===== src/rtl/clksel_pkg.sv =====
package clksel_pkg;
   typedef enum logic [1:0] {
      SY_FREE = 2'd0,
      SY_ACQ  = 2'd1,
      SY_LOCK = 2'd2,
      SY_HOLD = 2'd3
   } sync_e;

   localparam logic [1:0] REF_PRI = 2'd1;
   localparam logic [1:0] REF_SEC = 2'd2;
   localparam logic [1:0] REF_THR = 2'd3;
endpackage


===== src/rtl/clksel_tick.sv =====
module clksel_tick #(
   parameter int TICK_DIV = 4
) (
   input  logic clk,
   input  logic rst_n,
   output logic tick
);
   generate
      if (TICK_DIV == 1) begin : g_every
         assign tick = rst_n;
      end else begin : g_div
         localparam int CW = $clog2(TICK_DIV);
         logic [CW-1:0] cnt;
         always_ff @(posedge clk or negedge rst_n) begin
            if (!rst_n) cnt <= '0;
            else if (cnt == CW'(TICK_DIV - 1)) cnt <= '0;
            else cnt <= cnt + 1'b1;
         end
         assign tick = (cnt == CW'(TICK_DIV - 1));
      end
   endgenerate
endmodule


===== src/rtl/clksel_qualify.sv =====
module clksel_qualify #(
   parameter int NPORT = 4,
   localparam int PW = $clog2(NPORT)
) (
   input  logic             clk,
   input  logic             rst_n,
   input  logic             line_mode,
   input  logic [PW-1:0]    ref1_port,
   input  logic [PW-1:0]    ref2_port,
   input  logic [1:0]       ext_valid,
   input  logic [NPORT-1:0] line_valid,
   input  logic             int_valid,
   output logic [2:0]       cand_ok,
   output logic [2:0]       alm
);
   logic pick1, pick2;

   always_comb begin
      pick1 = 1'b0;
      pick2 = 1'b0;
      for (int p = 0; p < NPORT; p++) begin
         if (ref1_port == PW'(p)) pick1 = line_valid[p];
         if (ref2_port == PW'(p)) pick2 = line_valid[p];
      end
   end

   assign cand_ok[0] = line_mode ? pick1 : ext_valid[0];
   assign cand_ok[1] = line_mode ? pick2 : ext_valid[1];
   assign cand_ok[2] = int_valid;

   always_ff @(posedge clk or negedge rst_n) begin
      if (!rst_n) alm <= '0;
      else        alm <= ~cand_ok;
   end
endmodule


===== src/rtl/clksel_fsm.sv =====
module clksel_fsm
   import clksel_pkg::*;
#(
   parameter int ACQ_TICKS  = 30,
   parameter int WTR_TICKS  = 300,
   parameter int HOLD_TICKS = 140,
   localparam int AW = $clog2(ACQ_TICKS + 1),
   localparam int WW = $clog2(WTR_TICKS + 1),
   localparam int HW = $clog2(HOLD_TICKS + 1)
) (
   input  logic       clk,
   input  logic       rst_n,
   input  logic       tick,
   input  logic [2:0] cand_ok,
   input  logic       revertive,
   output logic [1:0] sel,
   output sync_e      state,
   output logic [2:0] ev
);
   logic [AW-1:0] acq_cnt, n_acq;
   logic [HW-1:0] lock_cnt, n_lock;
   logic [WW-1:0] wtr_cnt;
   logic [1:0]    n_sel, best;
   sync_e         n_state;
   logic          cur_ok, any_ok, lock_q, wtr_run, wtr_done, start;

   assign any_ok = |cand_ok;
   assign best   = cand_ok[0] ? REF_PRI : (cand_ok[1] ? REF_SEC : REF_THR);
   assign lock_q = (lock_cnt == HW'(HOLD_TICKS));

   always_comb begin
      case (sel)
         REF_PRI: cur_ok = cand_ok[0];
         REF_SEC: cur_ok = cand_ok[1];
         default: cur_ok = cand_ok[2];
      endcase
   end

   // wait-to-restore: runs only while primary is healthy but not in use
   assign wtr_run  = revertive && cand_ok[0] && (sel != REF_PRI) &&
                     (state == SY_ACQ || state == SY_LOCK);
   assign wtr_done = wtr_run && (wtr_cnt == WW'(WTR_TICKS));

   always_ff @(posedge clk or negedge rst_n) begin
      if (!rst_n) wtr_cnt <= '0;
      else if (!wtr_run) wtr_cnt <= '0;
      else if (tick && wtr_cnt != WW'(WTR_TICKS)) wtr_cnt <= wtr_cnt + 1'b1;
   end

   always_comb begin
      n_sel   = sel;
      n_state = state;
      n_acq   = acq_cnt;
      n_lock  = lock_cnt;
      start   = 1'b0;
      if (state == SY_FREE || state == SY_HOLD) begin
         if (any_ok) begin
            n_sel = best;
            start = 1'b1;
         end
      end else if (!cur_ok) begin
         if (any_ok) begin
            n_sel = best;
            start = 1'b1;
         end else begin
            n_sel   = REF_THR;
            n_state = lock_q ? SY_HOLD : SY_FREE;
            n_acq   = '0;
            n_lock  = '0;
         end
      end else if (wtr_done) begin
         n_sel = REF_PRI;
         start = 1'b1;
      end else if (tick) begin
         if (state == SY_ACQ) begin
            if (acq_cnt == AW'(ACQ_TICKS - 1)) begin
               n_state = SY_LOCK;
               n_acq   = '0;
            end else begin
               n_acq = acq_cnt + 1'b1;
            end
         end else if (!lock_q) begin
            n_lock = lock_cnt + 1'b1;
         end
      end
      if (start) begin
         n_state = SY_ACQ;
         n_acq   = '0;
         n_lock  = '0;
      end
   end

   always_ff @(posedge clk or negedge rst_n) begin
      if (!rst_n) begin
         sel      <= REF_THR;
         state    <= SY_FREE;
         acq_cnt  <= '0;
         lock_cnt <= '0;
         ev       <= '0;
      end else begin
         sel      <= n_sel;
         state    <= n_state;
         acq_cnt  <= n_acq;
         lock_cnt <= n_lock;
         ev[0]    <= (n_sel != sel) && (n_sel == REF_PRI);
         ev[1]    <= (n_sel != sel) && (n_sel == REF_SEC);
         ev[2]    <= (n_sel != sel) && (n_sel == REF_THR);
      end
   end
endmodule


===== src/rtl/clksel_dus.sv =====
module clksel_dus
   import clksel_pkg::*;
#(
   parameter int NPORT = 4,
   localparam int PW = $clog2(NPORT)
) (
   input  logic             line_mode,
   input  logic [1:0]       sel,
   input  logic [PW-1:0]    ref1_port,
   input  logic [PW-1:0]    ref2_port,
   input  logic [NPORT-1:0] dus_en,
   output logic [NPORT-1:0] dus_req
);
   genvar p;
   generate
      for (p = 0; p < NPORT; p++) begin : g_port
         assign dus_req[p] = line_mode && dus_en[p] &&
            ((sel == REF_PRI && ref1_port == PW'(p)) ||
             (sel == REF_SEC && ref2_port == PW'(p)));
      end
   endgenerate
endmodule


===== src/rtl/ref_clock_selector.sv =====
module ref_clock_selector
   import clksel_pkg::*;
#(
   parameter int NPORT      = 4,
   parameter int TICK_DIV   = 50_000_000,
   parameter int ACQ_TICKS  = 30,
   parameter int WTR_TICKS  = 300,
   parameter int HOLD_TICKS = 140,
   localparam int PW = $clog2(NPORT)
) (
   input  logic             clk,
   input  logic             rst_n,
   input  logic             line_mode,
   input  logic [PW-1:0]    ref1_port,
   input  logic [PW-1:0]    ref2_port,
   input  logic [1:0]       ext_valid,
   input  logic [NPORT-1:0] line_valid,
   input  logic             int_valid,
   input  logic             revertive,
   input  logic [NPORT-1:0] dus_en,
   output logic [1:0]       sel_ref,
   output logic [1:0]       sync_state,
   output logic             ev_to_pri,
   output logic             ev_to_sec,
   output logic             ev_to_third,
   output logic             alm_pri,
   output logic             alm_sec,
   output logic             alm_third,
   output logic [NPORT-1:0] dus_req
);
   generate
      if (NPORT < 2) begin : g_bad_nport
         $error("NPORT must be at least 2");
      end
      if (TICK_DIV < 1) begin : g_bad_div
         $error("TICK_DIV must be at least 1");
      end
      if (ACQ_TICKS < 1 || WTR_TICKS < 1 || HOLD_TICKS < 1) begin : g_bad_time
         $error("timer lengths must be at least one tick");
      end
   endgenerate

   logic       tick;
   logic [2:0] cand_ok, alm, ev;
   sync_e      state;

   clksel_tick #(.TICK_DIV(TICK_DIV)) u_tick (
      .clk(clk), .rst_n(rst_n), .tick(tick)
   );

   clksel_qualify #(.NPORT(NPORT)) u_qual (
      .clk(clk), .rst_n(rst_n), .line_mode(line_mode),
      .ref1_port(ref1_port), .ref2_port(ref2_port),
      .ext_valid(ext_valid), .line_valid(line_valid), .int_valid(int_valid),
      .cand_ok(cand_ok), .alm(alm)
   );

   clksel_fsm #(
      .ACQ_TICKS(ACQ_TICKS), .WTR_TICKS(WTR_TICKS), .HOLD_TICKS(HOLD_TICKS)
   ) u_fsm (
      .clk(clk), .rst_n(rst_n), .tick(tick), .cand_ok(cand_ok),
      .revertive(revertive), .sel(sel_ref), .state(state), .ev(ev)
   );

   clksel_dus #(.NPORT(NPORT)) u_dus (
      .line_mode(line_mode), .sel(sel_ref), .ref1_port(ref1_port),
      .ref2_port(ref2_port), .dus_en(dus_en), .dus_req(dus_req)
   );

   assign sync_state  = state;
   assign ev_to_pri   = ev[0];
   assign ev_to_sec   = ev[1];
   assign ev_to_third = ev[2];
   assign alm_pri     = alm[0];
   assign alm_sec     = alm[1];
   assign alm_third   = alm[2];
endmodule


===== config.mk =====
export PLATFORM = sky130hd
export DESIGN_NAME = ref_clock_selector
export DESIGN_NICKNAME = d
export VERILOG_FILES = /design/src/rtl/clksel_pkg.sv /design/src/rtl/clksel_tick.sv /design/src/rtl/clksel_qualify.sv /design/src/rtl/clksel_fsm.sv /design/src/rtl/clksel_dus.sv /design/src/rtl/ref_clock_selector.sv
export SDC_FILE = /design/constraint.sdc
export NUM_CORES = 1
export LEC_CHECK = 0
export CORE_ASPECT_RATIO = 0.5
export CORE_MARGIN = 5
export CORE_UTILIZATION = 40
export DETAILED_ROUTE_END_ITERATION = 16
export DONT_BUFFER_PORTS = 1
export HOLD_SLACK_MARGIN = 0.05
export PLACE_DENSITY = 0.54
export SYNTH_ARGS = -nofsm -noshare
export SYNTH_HDL_FRONTEND = slang
export SYNTH_SLANG_ARGS = --single-unit

===== constraint.sdc =====
create_clock -name clk -period 3.29 [get_ports clk]
set_clock_uncertainty 0.15 [all_clocks]
set_input_delay 0.329 -clock clk [delete_from_list [all_inputs] [get_ports clk]]
set_output_delay 0.329 -clock clk [all_outputs]
set_load 0.02 [all_outputs]

==> impl_metrics.ini <==
[sta]
hold_viol = 0
finalMaxSlewViolations = 0
finalSetupViolations = 0
fmax_mhz = 363.4
whs_ns = 0.1210
rsz0062_at_grt = false
worst_pin_slew_ns = 0.8968
fin_crit_ns = 2.752
setup_tns_ns = 0
pnr_worst_setup_slack_ns = 0.5380
final.period_utilization = 0.8365
max-slew-margin-rel = 0.3971

[cts]
cts_htree_levels = 3
tritoncts = built
tritoncts_num_sinks = 58
cts-root-buf = sky130_fd_sc_hd__clkbuf_16
post-cts-setup-buffer-count = 0
ctsHoldBuffers = 4
cts.clk_slew.worst_paths_ns = 0.05
cts-buffers-inserted = 9
cts_buffer_depth = 2
worstSkewPairLatency_ns = 0.32
post_cts_resize_count = 0

[route]
dr.pass1.iters = 4
routed-via-count = 2484
total_detailed_routing_wirelength_mm = 6.843
drt_drc_violations_left = 0
wirelength_per_cell_um = 14.62
post_drt_via_cell_ratio = 5.308
ant_nets = 0
initialDrtViolationCount = 229

[worst_setup_path]
critical_path_class = flop to flop
timing.critical_path.fanout_max = 12
regToRegEndpoint = u_fsm.state[1]
critical_path_required_ns = 3.38
worstSetupEndpointType = flop
crit-reg2reg-launch = u_fsm.sel[1]
worstRegToRegCells = 8
worst-r2r-setup-slack_ns = 0.54
critical_path_arrival_ns = 2.85
worst_setup_path_start_kind = flop

[final_layout]
post_route_cells_drive_above_1_share = 0.09270
layoutNonFillerInstCount = 468
mostFrequentLayoutCells = 56 x sky130_fd_sc_hd__dfrtp_1, 33 x sky130_fd_sc_hd__nor2_1, 32 x sky130_fd_sc_hd__nand2_1
layout.nets = 381
layout.cells.most_common = sky130_fd_sc_hd__dfrtp_1
area.growth.synth_to_final_pct = 13.40
number_of_antenna_cells_inserted = 0

[global_routing]
busiest_layer = met2
grt_pass1_wl_mm = 11.34
grt_max_degree = 59
grtUsageTotal = 0.1474
first_global_vias = 2461
grt_use_met1 = 0.1702
use_met3 = 0.04720
gr-usage-met2 = 0.2496
global_route.overflow_total = 0
antenna_found_initial = 0

[floorplanning]
floorplan.initialDensity = 0.4071
floorplan.io_pins = 33
die_height_um = 73.46
fp-row-count = 23
floorplan.core_area_um2 = 7914
die_area_um2 = 10060
fp.dieW_um = 136.9

[synth]
ys_seq_elements = 58
post_synth_instance_area_um2 = 3222
syn_avg_cell_area_um2 = 9.393
synth_cell_type_count = 48
postSynthCellCount = 343
asyncSetResetFlopFracSynth = 1.000
synth_flop_cell = sky130_fd_sc_hd__dfrtp_1
postSynthNetCount = 372
yosysWarnings = 0
ys_seq_area_frac = 0.4513
synth_enable_flop_cells = 0

[place]
dp_slack_ns = 0.5570
gp_routability_congestion = 0.8276
io_buffer_count = 0
count_of_placed_standard_cells_including_taps = 449
place.detailed.hpwl_mm = 4.804

[hold_path]
hold_path.class = input port to flop
holdPathStages = 3
hold_path_sink = u_fsm.state[0]
hold_start = int_valid

[status]
outcome = completed

[power_and_ir_drop]
pwr_density_cell_nw_per_um2 = 619.2
p_leak_nw = 1.605
max-vdd-ir-drop_mv = 0.2783

[flow_run]
max-cap-violations = 0
## metrics by stage
step,util,power [mW],instance area (µm²)
floorplan,-,1.319,3222
global placement,0.4225,1.439,3343
detailed placement,0.4225,1.447,3343
CTS,0.4617,2.289,3654
global route,0.4617,2.395,3654
finish,0.4617,2.262,3654
## flip-flops by register name (all words and copies together), names as in the netlist
signal            flops
u_qual.alm            3
u_fsm.sel             2
u_fsm.lock_cnt        8
u_fsm.acq_cnt         5
u_fsm.ev              3
u_fsm.state           2
u_tick.g_div.cnt     26
u_fsm.wtr_cnt         9
## critical path: stages, from the launching register on
cell and delay, ns:
sky130_fd_sc_hd__dfstp_2 0.63, sky130_fd_sc_hd__ha_1 0.28, sky130_fd_sc_hd__nor2b_1 0.23, sky130_fd_sc_hd__nand2_1 0.08, sky130_fd_sc_hd__o221ai_1 0.30, sky130_fd_sc_hd__o21ai_2 0.17
sky130_fd_sc_hd__or2_4 0.33, sky130_fd_sc_hd__o21ai_0 0.29, sky130_fd_sc_hd__mux2i_1 0.22
## how the worst max path moves through the flow
stage | startpoint | endpoint | cells after the start
6_report | u_fsm.sel[1] | u_fsm.state[1] | 8
5_1_grt | u_fsm.sel[1] | u_fsm.state[1] | 8
4_1_cts | u_fsm.sel[1] | u_fsm.state[1] | 8
3_5_place_dp | u_fsm.sel[1] | u_fsm.state[1] | 8
3_3_place_gp | u_fsm.sel[1] | u_fsm.state[1] | 8
2_1_floorplan | u_fsm.sel[1] | u_fsm.acq_cnt[3] | 9
## metal layers
layer	wire length, µm	share of wire
met1	3078	0.45
met2	3210	0.47
met3	421	0.062
met4	131	0.019
met5	0	0
## cell usage after synthesis, types with 2 or more instances
cell type	instances	share of area
sky130_fd_sc_hd__dfrtp_1	56	0.43
sky130_fd_sc_hd__nor2_1	33	0.038
sky130_fd_sc_hd__nand2_1	32	0.037
sky130_fd_sc_hd__nand3_1	23	0.036
sky130_fd_sc_hd__o21ai_0	22	0.034
sky130_fd_sc_hd__xor2_1	19	0.052
sky130_fd_sc_hd__a21oi_1	14	0.022
sky130_fd_sc_hd__inv_1	14	0.016
sky130_fd_sc_hd__nand4_1	11	0.021
sky130_fd_sc_hd__ha_1	10	0.039
sky130_fd_sc_hd__and3_1	9	0.017
sky130_fd_sc_hd__xnor2_1	9	0.024
sky130_fd_sc_hd__and2_1	8	0.016
sky130_fd_sc_hd__nor2b_1	8	0.016
sky130_fd_sc_hd__nor3_1	8	0.012
sky130_fd_sc_hd__mux2i_1	6	0.019
sky130_fd_sc_hd__nor4_1	6	0.012
sky130_fd_sc_hd__or3_1	6	0.012
sky130_fd_sc_hd__clkbuf_1	5	0.0058
sky130_fd_sc_hd__nand2b_1	5	0.0097
sky130_fd_sc_hd__a211oi_1	3	0.0070
sky130_fd_sc_hd__a21o_1	3	0.0070
sky130_fd_sc_hd__mux2_2	3	0.010
sky130_fd_sc_hd__and3b_1	2	0.0054
sky130_fd_sc_hd__and4_1	2	0.0054
sky130_fd_sc_hd__buf_2	2	0.0031
sky130_fd_sc_hd__dfstp_2	2	0.016
sky130_fd_sc_hd__o21ai_2	2	0.0054
## cell type report
class,count,area [µm²]
repair buffers,6,72.57
flip-flops and latches,58,1454
multi-input cells,263,1682
fillers,752,4260
clock inverters,4,20.02
inverters,14,52.55
clock buffers,11,232.7
well taps,112,140.1
## cells by family after synthesis
kind of cell | share of synthesized area
and+or+nand+nor | 0.2691
muxes | 0.03612
buffers and inverters | 0.02874
DFF | 0.4513
adders and majority gates | 0.03883
AOI/OAI and AO/OA | 0.09981
xor gates and xnor gates | 0.07612
## power breakdown
part	internal, mW	total (mW)	switching, mW
sequential	0.766	0.848	0.0828
clock	0.498	0.804	0.306
combinational	0.227	0.610	0.383
Power figures use the tool's default switching activity.
